File: config.mk
export PLATFORM = sky130hd
export DESIGN_NAME = auto_mode_seq
export DESIGN_NICKNAME = d
export VERILOG_FILES = /design/src/rtl/auto_mode_seq.sv
export SDC_FILE = /design/constraint.sdc
export NUM_CORES = 1
export LEC_CHECK = 0
export ABC_AREA = 1
export ABC_CLOCK_PERIOD_IN_PS = 2000
export BUFFER_PORTS_ARGS = -buffer_cell sky130_fd_sc_hd__buf_2
export CORE_MARGIN = 2
export CORE_UTILIZATION = 25
export CTS_BUF_LIST = sky130_fd_sc_hd__clkbuf_4 sky130_fd_sc_hd__clkbuf_8
export CTS_CLUSTER_DIAMETER = 120
export DETAILED_ROUTE_END_ITERATION = 10
export PLACE_DENSITY = 0.56
export SYNTH_ARGS = -nofsm -noshare
export SYNTH_HDL_FRONTEND = slang
export SYNTH_SLANG_ARGS = --single-unit
File: constraint.sdc
create_clock -name clk -period 2 [get_ports clk]
set_input_delay 0.2 -clock clk [delete_from_list [all_inputs] [get_ports clk]]
set_output_delay 0.2 -clock clk [all_outputs]
set_load 0.02 [all_outputs]
File: src/rtl/auto_mode_seq.sv
module auto_mode_seq #(
  parameter int MODE_W = 2,
  parameter int SEL_W  = 3
) (
  input  logic              clk,
  input  logic              rst_n,
  input  logic [MODE_W-1:0] base_mode,
  input  logic              base_mode_wr,
  input  logic [SEL_W-1:0]  enter_sel,
  input  logic [SEL_W-1:0]  exit_sel,
  input  logic [MODE_W-1:0] inter_mode,
  input  logic              fifo_not_empty,
  input  logic              fifo_level,
  input  logic              crc_ok,
  input  logic              payload_ready,
  input  logic              sync_match,
  input  logic              packet_sent,
  input  logic              timeout,
  output logic [MODE_W-1:0] mode_out
);

  localparam int NFLAG = 6;

  logic [NFLAG-1:0] flags, prev_q, rise, fall;
  logic primed_q, active_q;
  logic enter_hit, exit_hit, cfg_on;

  assign flags = {packet_sent, sync_match, payload_ready, crc_ok, fifo_level, fifo_not_empty};
  assign rise  = flags & ~prev_q & {NFLAG{primed_q}};
  assign fall  = ~flags & prev_q & {NFLAG{primed_q}};
  assign cfg_on = (enter_sel != '0) && (exit_sel != '0);

  always_comb begin
    case (enter_sel)
      3'd1:    enter_hit = rise[0];
      3'd2:    enter_hit = rise[1];
      3'd3:    enter_hit = rise[2];
      3'd4:    enter_hit = rise[3];
      3'd5:    enter_hit = rise[4];
      3'd6:    enter_hit = rise[5];
      3'd7:    enter_hit = fall[0];
      default: enter_hit = 1'b0;
    endcase
  end

  always_comb begin
    case (exit_sel)
      3'd1:    exit_hit = fall[0];
      3'd2:    exit_hit = rise[1] | timeout;
      3'd3:    exit_hit = rise[2] | timeout;
      3'd4:    exit_hit = rise[3] | timeout;
      3'd5:    exit_hit = rise[4] | timeout;
      3'd6:    exit_hit = rise[5];
      3'd7:    exit_hit = timeout;
      default: exit_hit = 1'b0;
    endcase
  end

  always_ff @(posedge clk) begin
    if (!rst_n) begin
      prev_q   <= '0;
      primed_q <= 1'b0;
      active_q <= 1'b0;
    end else begin
      prev_q   <= flags;
      primed_q <= 1'b1;
      if (base_mode_wr || !cfg_on)
        active_q <= 1'b0;
      else if (!active_q && enter_hit)
        active_q <= 1'b1;
      else if (active_q && exit_hit)
        active_q <= 1'b0;
    end
  end

  assign mode_out = active_q ? inter_mode : base_mode;

  AST_RESET_IDLE: assert property (@(posedge clk) !rst_n |=> !active_q);
  AST_FIRST_EDGE_QUIET: assert property (@(posedge clk) disable iff (!rst_n)
    !primed_q |=> !active_q);
  AST_ENTER: assert property (@(posedge clk) disable iff (!rst_n)
    (!active_q && enter_hit && cfg_on && !base_mode_wr) |=> (mode_out == inter_mode));
  AST_EXIT: assert property (@(posedge clk) disable iff (!rst_n)
    (active_q && exit_hit && !base_mode_wr) |=> (mode_out == base_mode));
  AST_OFF_IDLE: assert property (@(posedge clk) disable iff (!rst_n)
    !cfg_on |=> (mode_out == base_mode));
  AST_HOLD: assert property (@(posedge clk) disable iff (!rst_n)
    (active_q && !exit_hit && cfg_on && !base_mode_wr) |=> active_q);
  AST_WR_IDLE: assert property (@(posedge clk) disable iff (!rst_n)
    base_mode_wr |=> (mode_out == base_mode));

endmodule

==> results of run 1 <==
==> tightest hold or removal path, delay by kind of cell <==
family,cells,cell delay [ns]
buffers and inverters,2,0.13
and+or+nand+nor,1,0.04
==> registers in the layout, summed over array words and instances (netlist names) <==
signal	cells
primed_q	1
prev_q	6
active_q	1
==> logic make-up (layout without fill, tap and decap cells) <==
logic type	Yosys count	in the layout	share of synthesized area
AND/OR/NAND/NOR	71	71	0.530
buffers and inverters	16	40	0.103
flip-flops	8	8	0.276
AO/OA/AOI/OAI	4	4	0.0474
adder cells (fa/ha/maj)	2	2	0.0431
==> report_power, final <==
group	internal (mW)	switching (mW)
logic	0.0361	0.0530
registers	0.168	0.00498
clock network	0.0687	0.0553
total	0.272	0.113
==> synth_stat cells (all sizes together) <==
library cell  instances  share of area
ha                    2          0.043
and3                  1          0.011
nand4                 2          0.022
nand3b                1          0.013
nor2                 20           0.15
nand3                10          0.095
inv                  16           0.10
a21oi                 2          0.024
dfxtp                 8           0.28
nand2                37           0.24
o21ai                 2          0.024
==> routing by layer <==
| layer | part of all wire | routed length [µm] | track usage |
|---|---|---|---|
| met1 | 0.49 | 659 | 0.139 |
| met2 | 0.46 | 609 | 0.175 |
| met3 | 0.050 | 67 | 0.0257 |
| met4 | 0 | 0 | 0.0256 |
| met5 | 0 | 0 | 0 |
==> through the flow <==
| stage | util | instances |
|---|---|---|
| 3_3_place_gp | 0.326 | 150 |
| 5_1_grt | 0.336 | 153 |
| 3_5_place_dp | 0.326 | 150 |
| 6_report | 0.336 | 153 |
| 4_1_cts | 0.336 | 153 |
| 2_1_floorplan | - | 101 |
==> how the worst max path moves through the flow <==
stage	slack (ns)	cells after the start	endpoint	start
finish	0.81	4	mode_out[1]	active_q$_SDFFE_PP0P_
global route	0.69	9	active_q$_SDFFE_PP0P_	primed_q$_DFF_P_
CTS	0.80	4	mode_out[1]	active_q$_SDFFE_PP0P_
detailed placement	0.80	11	active_q$_SDFFE_PP0P_	exit_sel[1]
global placement	0.81	11	active_q$_SDFFE_PP0P_	exit_sel[1]
floorplan	0.99	9	active_q$_SDFFE_PP0P_	primed_q$_DFF_P_
==> layout make-up <==
type / instances / area share
Clock buffer: 3 / 0.0303
Timing Repair Buffer: 21 / 0.141
Tap cell: 28 / 0.0471
Inverter: 16 / 0.0808
Sequential cell: 8 / 0.215
Multi-Input combinational cell: 77 / 0.485
==> metrics.md, run 1 <==
| Metric | Value |
|---|---|
| Status | `finished clean` |
| Commonest non-fill, non-tap cell in the layout | `nand2_1` |
| Largest net degree at the start of global routing | `9` |
| Crit Reg-Reg Endpoint | `active_q$_SDFFE_PP0P_` |
| Max Fclk | `841 MHz` |
| Hold_buf cts | `0` |
| Diode count | `0` |
| Crit path kind | `flip-flop to output port` |
| Area of the mapped netlist | `581 µm²` |
| Crit path time final | `1.19 ns` |
| Area delta synth->final | `28.0%` |
| Final Hold Slack | `0.142 ns` |
| Hold path cells | `3` |
| Tcrit/Tclk final | `0.595` |
| Vias in the first global route | `528` |
| RSZ-0062 raised after global routing | `false` |
| Critical path data required time | `1.80 ns` |
| Synth unique cells | `16` |
| Max Cap Violations | `0` |
| Io pins | `22` |
| Total track usage | `0.106` |
| Post-place setup slack | `0.797 ns` |
| Synthesized instance count | `101` |
| First-pass GRT wire length | `2180 µm` |
| Initial antenna violation count | `0` |
| Clock sinks | `8` |
| Finished layout cell area | `743 µm²` |
| Reg-to-Reg Start | `primed_q$_DFF_P_` |
| Reg area | `160 µm²` |
| Critical Path End Type | `output port` |
| Die width | `52.2 µm` |
| Most frequent cells in the layout | `nand2_1, buf_2, nor2_1` |
| Die area | `2720 µm²` |
| CTS tree | `built` |
| Final worst slack | `0.811 ns` |
| Ys Warns | `0` |
| Clock slew at reported path FFs | `0.06 ns` |
| Clock Path Buffers | `2` |
| RePlAce Congestion | `0.843` |
| Post-CTS Repair Setup Buffers | `0` |
| Syn_nets | `123` |
| Via count | `637` |
| Worst-path fanout max | `4` |
| Critical path's top delay family | `flip-flops` |
| Antenna-violating nets left | `0` |
| Placement-stage cell area | `721 µm²` |
| I/O Buffers | `21` |
| Clock skew | `0.00302 ns` |
| Post-CTS Resized | `0` |
| Pwr Density | `519 nW/µm²` |
| GR Overflow Total | `0` |
| Worst vdd ir | `0.000267 V` |
| Hold Crit Class | `input pin to flip-flop` |
| CP startpoint kind | `flip-flop` |
| Sequential-to-total area share from yosys stat | `0.276` |
| Worst slew pin tran | `0.233 ns` |
| Mapped Avg Cell Area | `5.75 µm²` |
| Arrival time worst endpoint | `0.99 ns` |
| Core ar. | `2210 µm²` |
| Fraction of layout cells with a size suffix above 1 | `0.272` |
| First DRT Iteration DRCs | `5` |
| # setup viols final | `0` |
| Critical-path cell list | `inv_1, nand2_1, nand2_1, buf_2` |
| WL/cell | `8.73 µm` |
| Drt first pass iters | `4` |
| FF-to-FF setup slack | `0.81 ns` |
| Tot Pwr | `0.386 mW` |
| DR vias/cell | `4.16` |
| Hold_sp | `crc_ok` |
| Total Wirelength | `1340 µm` |
| Initial core utilization | `0.262` |
| Final hold vios | `0` |
| Num rows | `17` |
| Buffers and inverters on the worst path | `2` |
| Delay of the slowest critical-path stage | `0.38 ns` |
| Nets@finish | `149` |
| TritonCTS Buffers | `3` |
| Root buffer cell | `clkbuf_4` |
| Setup_tns | `0 ns` |
| Htree depth | `1` |
| Fillers | `259` |
| Most used cell, CP | `nand2_1` |
| Max-slew violation count | `0` |
| Worst Hold Endpoint | `prev_q[2]$_SDFF_PN0_` |
| Area occupied by multi-input gates | `360 µm²` |
| Worst-case reg-to-reg path depth | `7` |
| Slew headroom | `0.844` |
| Die Ht | `52.2 µm` |
| Synthesized flop and latch total | `8` |
| Slowest-stage cell, CP | `dfxtp_1` |
| DR DRC count | `0` |
| DP HPWL | `1120 µm` |
| Clk_lat worst skew | `0.25 ns` |
| P_leak | `0.439 nW` |
No activity file was read; power rests on OpenSTA's default activity.
==> inputs of run 2 (changes only) <==
ABC_CLOCK_PERIOD_IN_PS = 1000   (was 2000)
PLACE_DENSITY = 0.58   (was 0.56)
clock period = 1 ns   (was 2 ns; I/O delays follow)
==> run 2 against run 1 <==
  * The flow now finishes with violations (negative setup slack)
  * Routed wire length up 4.4%
  * Worst hold slack lost 0.10 ns
  * Clock skew is 0.0013 ns higher
  * Non-clock buffer count rose by 8
  * Global-route usage grew 2.6 points
  * Register-to-register slack worse by 0.84 ns
  * Die area is the same
  * Count of clock-buffer cells in the layout unchanged
  * Sequential share of layout area fell by 1.8 points
  * Combinational power rose by 140%
  * Critical path depth increased by 5
  * Largest cell class unchanged
==> metrics.md, run 2 (synthesis results as in run 1) <==
| Metric | Value |
|---|---|
| Status | `finished with violations` |
| Failing checks | `negative setup slack` |
| Crit. Startpoint | `primed_q$_DFF_P_` |
| WL/cell | `8.66 µm` |
| Tot Pwr | `0.816 mW` |
| Slowest-stage cell, CP | `dfxtp_4` |
| DR vias/cell | `4.21` |
| Critical Path End Type | `flip-flop` |
| Fillers | `270` |
| Delay of the slowest critical-path stage | `0.39 ns` |
| Final Hold Slack | `0.0399 ns` |
| Total Wirelength | `1400 µm` |
| Fraction of layout cells with a size suffix above 1 | `0.376` |
| Worst vdd ir | `0.000711 V` |
| Final non-filler cell total | `161` |
| Most used cell, CP | `nand2_1` |
| I/O Buffers | `21` |
| Root buffer cell | `clkbuf_4` |
| Clock Path Buffers | `2` |
| GR Overflow Total | `0` |
| Clock sinks | `8` |
| Worst path depth | `9` |
| Final worst slack | `-0.0295 ns` |
| Vias in the first global route | `679` |
| Antenna-violating nets left | `0` |
| Nets@finish | `157` |
| Arrival time worst endpoint | `1.18 ns` |
| Diode count | `0` |
| Max Cap Violations | `0` |
| DP HPWL | `1170 µm` |
| Max-slew violation count | `0` |
| Top flop regs | `prev_q: 6 flops, active_q: 1 flops, primed_q: 1 flops` |
| Top reg by flops | `prev_q` |
| Critical-path cell list | `nand2_2, nor2_2, nand2_1, nand2_1, nand2_1, nand2_1, nand2_1, nand2_1, a21oi_2` |
| Htree depth | `1` |
| Die width | `52.2 µm` |
| Worst-case reg-to-reg path depth | `9` |
| Largest net degree at the start of global routing | `9` |
| Worst slew pin tran | `0.156 ns` |
| P_leak | `0.485 nW` |
| Initial core utilization | `0.262` |
| Commonest non-fill, non-tap cell in the layout | `nand2_1` |
| RePlAce Congestion | `0.828` |
| Core Util, Final | `0.379` |
| Hold path cells | `3` |
| Hold Crit Class | `input pin to flip-flop` |
| Crit path kind | `flip-flop to flip-flop` |
| Critical path's top delay family | `simple AND/OR/NAND/NOR gates` |
| Total track usage | `0.132` |
| Max Fclk | `971 MHz` |
| Tcrit/Tclk final | `1.03` |
| First DRT Iteration DRCs | `6` |
| Die area | `2720 µm²` |
| Area delta synth->final | `44.4%` |
| Pwr Density | `974 nW/µm²` |
| Slew headroom | `0.896` |
| Clk_lat worst skew | `0.26 ns` |
| Worst-path fanout max | `7` |
| Io pins | `22` |
| Crit path time final | `1.03 ns` |
| Via count | `678` |
| Die Ht | `52.2 µm` |
| Buffers and inverters on the worst path | `0` |
| Clock skew | `0.00428 ns` |
| DR DRC count | `0` |
| Hold_sp | `packet_sent` |
| Initial antenna violation count | `0` |
| First-pass GRT wire length | `2640 µm` |
| Drt first pass iters | `4` |
| Most frequent cells in the layout | `nand2_1, buf_2, nor2_1` |
| Num rows | `17` |
| Max reg flops | `6` |
| Reg-to-Reg Start | `primed_q$_DFF_P_` |
| RSZ-0062 raised after global routing | `true` |
| CP startpoint kind | `flip-flop` |
| Placed cell count | `156` |
| TritonCTS Buffers | `3` |
| Post-place setup slack | `-0.0756 ns` |
| Critical path data required time | `1.16 ns` |
| Final hold vios | `0` |
| # setup viols final | `1` |
| Clock slew at reported path FFs | `0.06 ns` |
| CTS tree | `built` |
| Core ar. | `2210 µm²` |
## run 2: cell types whose count changed in the layout (fill, tap and decap cells not counted), sizes merged
| cell | before | now |
|---|---|---|
| buf | 21 | 29 |
## run 2: worst paths after layout
| kind | endpoint | slack, ns |
|---|---|---|
| worst min-delay path | prev_q[5]$_SDFF_PN0_ | 0.04 |
| worst min register to register | active_q$_SDFFE_PP0P_ | 0.54 |
| worst max register to register | active_q$_SDFFE_PP0P_ | -0.03 |
| worst max-delay path | active_q$_SDFFE_PP0P_ | -0.03 |
## run 2: stage by stage
step                      setup TNS (ns)  area (µm²)
after global placement           -0.0620         767
after floorplan                        0         582
after CTS                        -0.0484         833
after global routing              -0.265         838
final                            -0.0295         838
after detailed placement         -0.0756         767
## run 2: power by group
part / internal (mW) / switching (mW)
registers: 0.335 / 0.0120
clock network: 0.138 / 0.116
logic: 0.102 / 0.115
## run 2: worst register-to-register path: cells and delay by family, from the launching register on
| kind | cells | cell delay, ns |
|---|---|---|
| DFF | 1 | 0.39 |
| and+or+nand+nor | 8 | 0.51 |
| AOI/OAI and AO/OA | 1 | 0.05 |
## run 2: per-layer routing
| layer | share of wire | up-vias | routed length, µm | GRT usage |
|---|---|---|---|---|
| li1 | - | 379 | - | - |
| met1 | 0.46 | 280 | 637 | 0.146 |
| met2 | 0.47 | 19 | 659 | 0.226 |
| met3 | 0.071 | 0 | 99 | 0.0543 |
| met4 | 0 | 0 | 0 | 0.0513 |
| met5 | 0 | - | 0 | 0 |
## run 2: timing repair
action / in CTS / in global routing
setup buffers: 2 / 0
hold buffers: 0 / 0
pin swaps: 0 / 2
endpoints found under the setup margin: 3 / 3
resized for setup: 11 / 2
## run 2: final cells by class
cell class                      instances  area, µm²  share of cell area
Sequential cell                         8        165               0.197
Clock buffer                            3       22.5              0.0269
Timing Repair Buffer                   29        178               0.212
Tap cell                               28       35.0              0.0418
Multi-Input combinational cell         77        378               0.451
Inverter                               16       60.1              0.0716
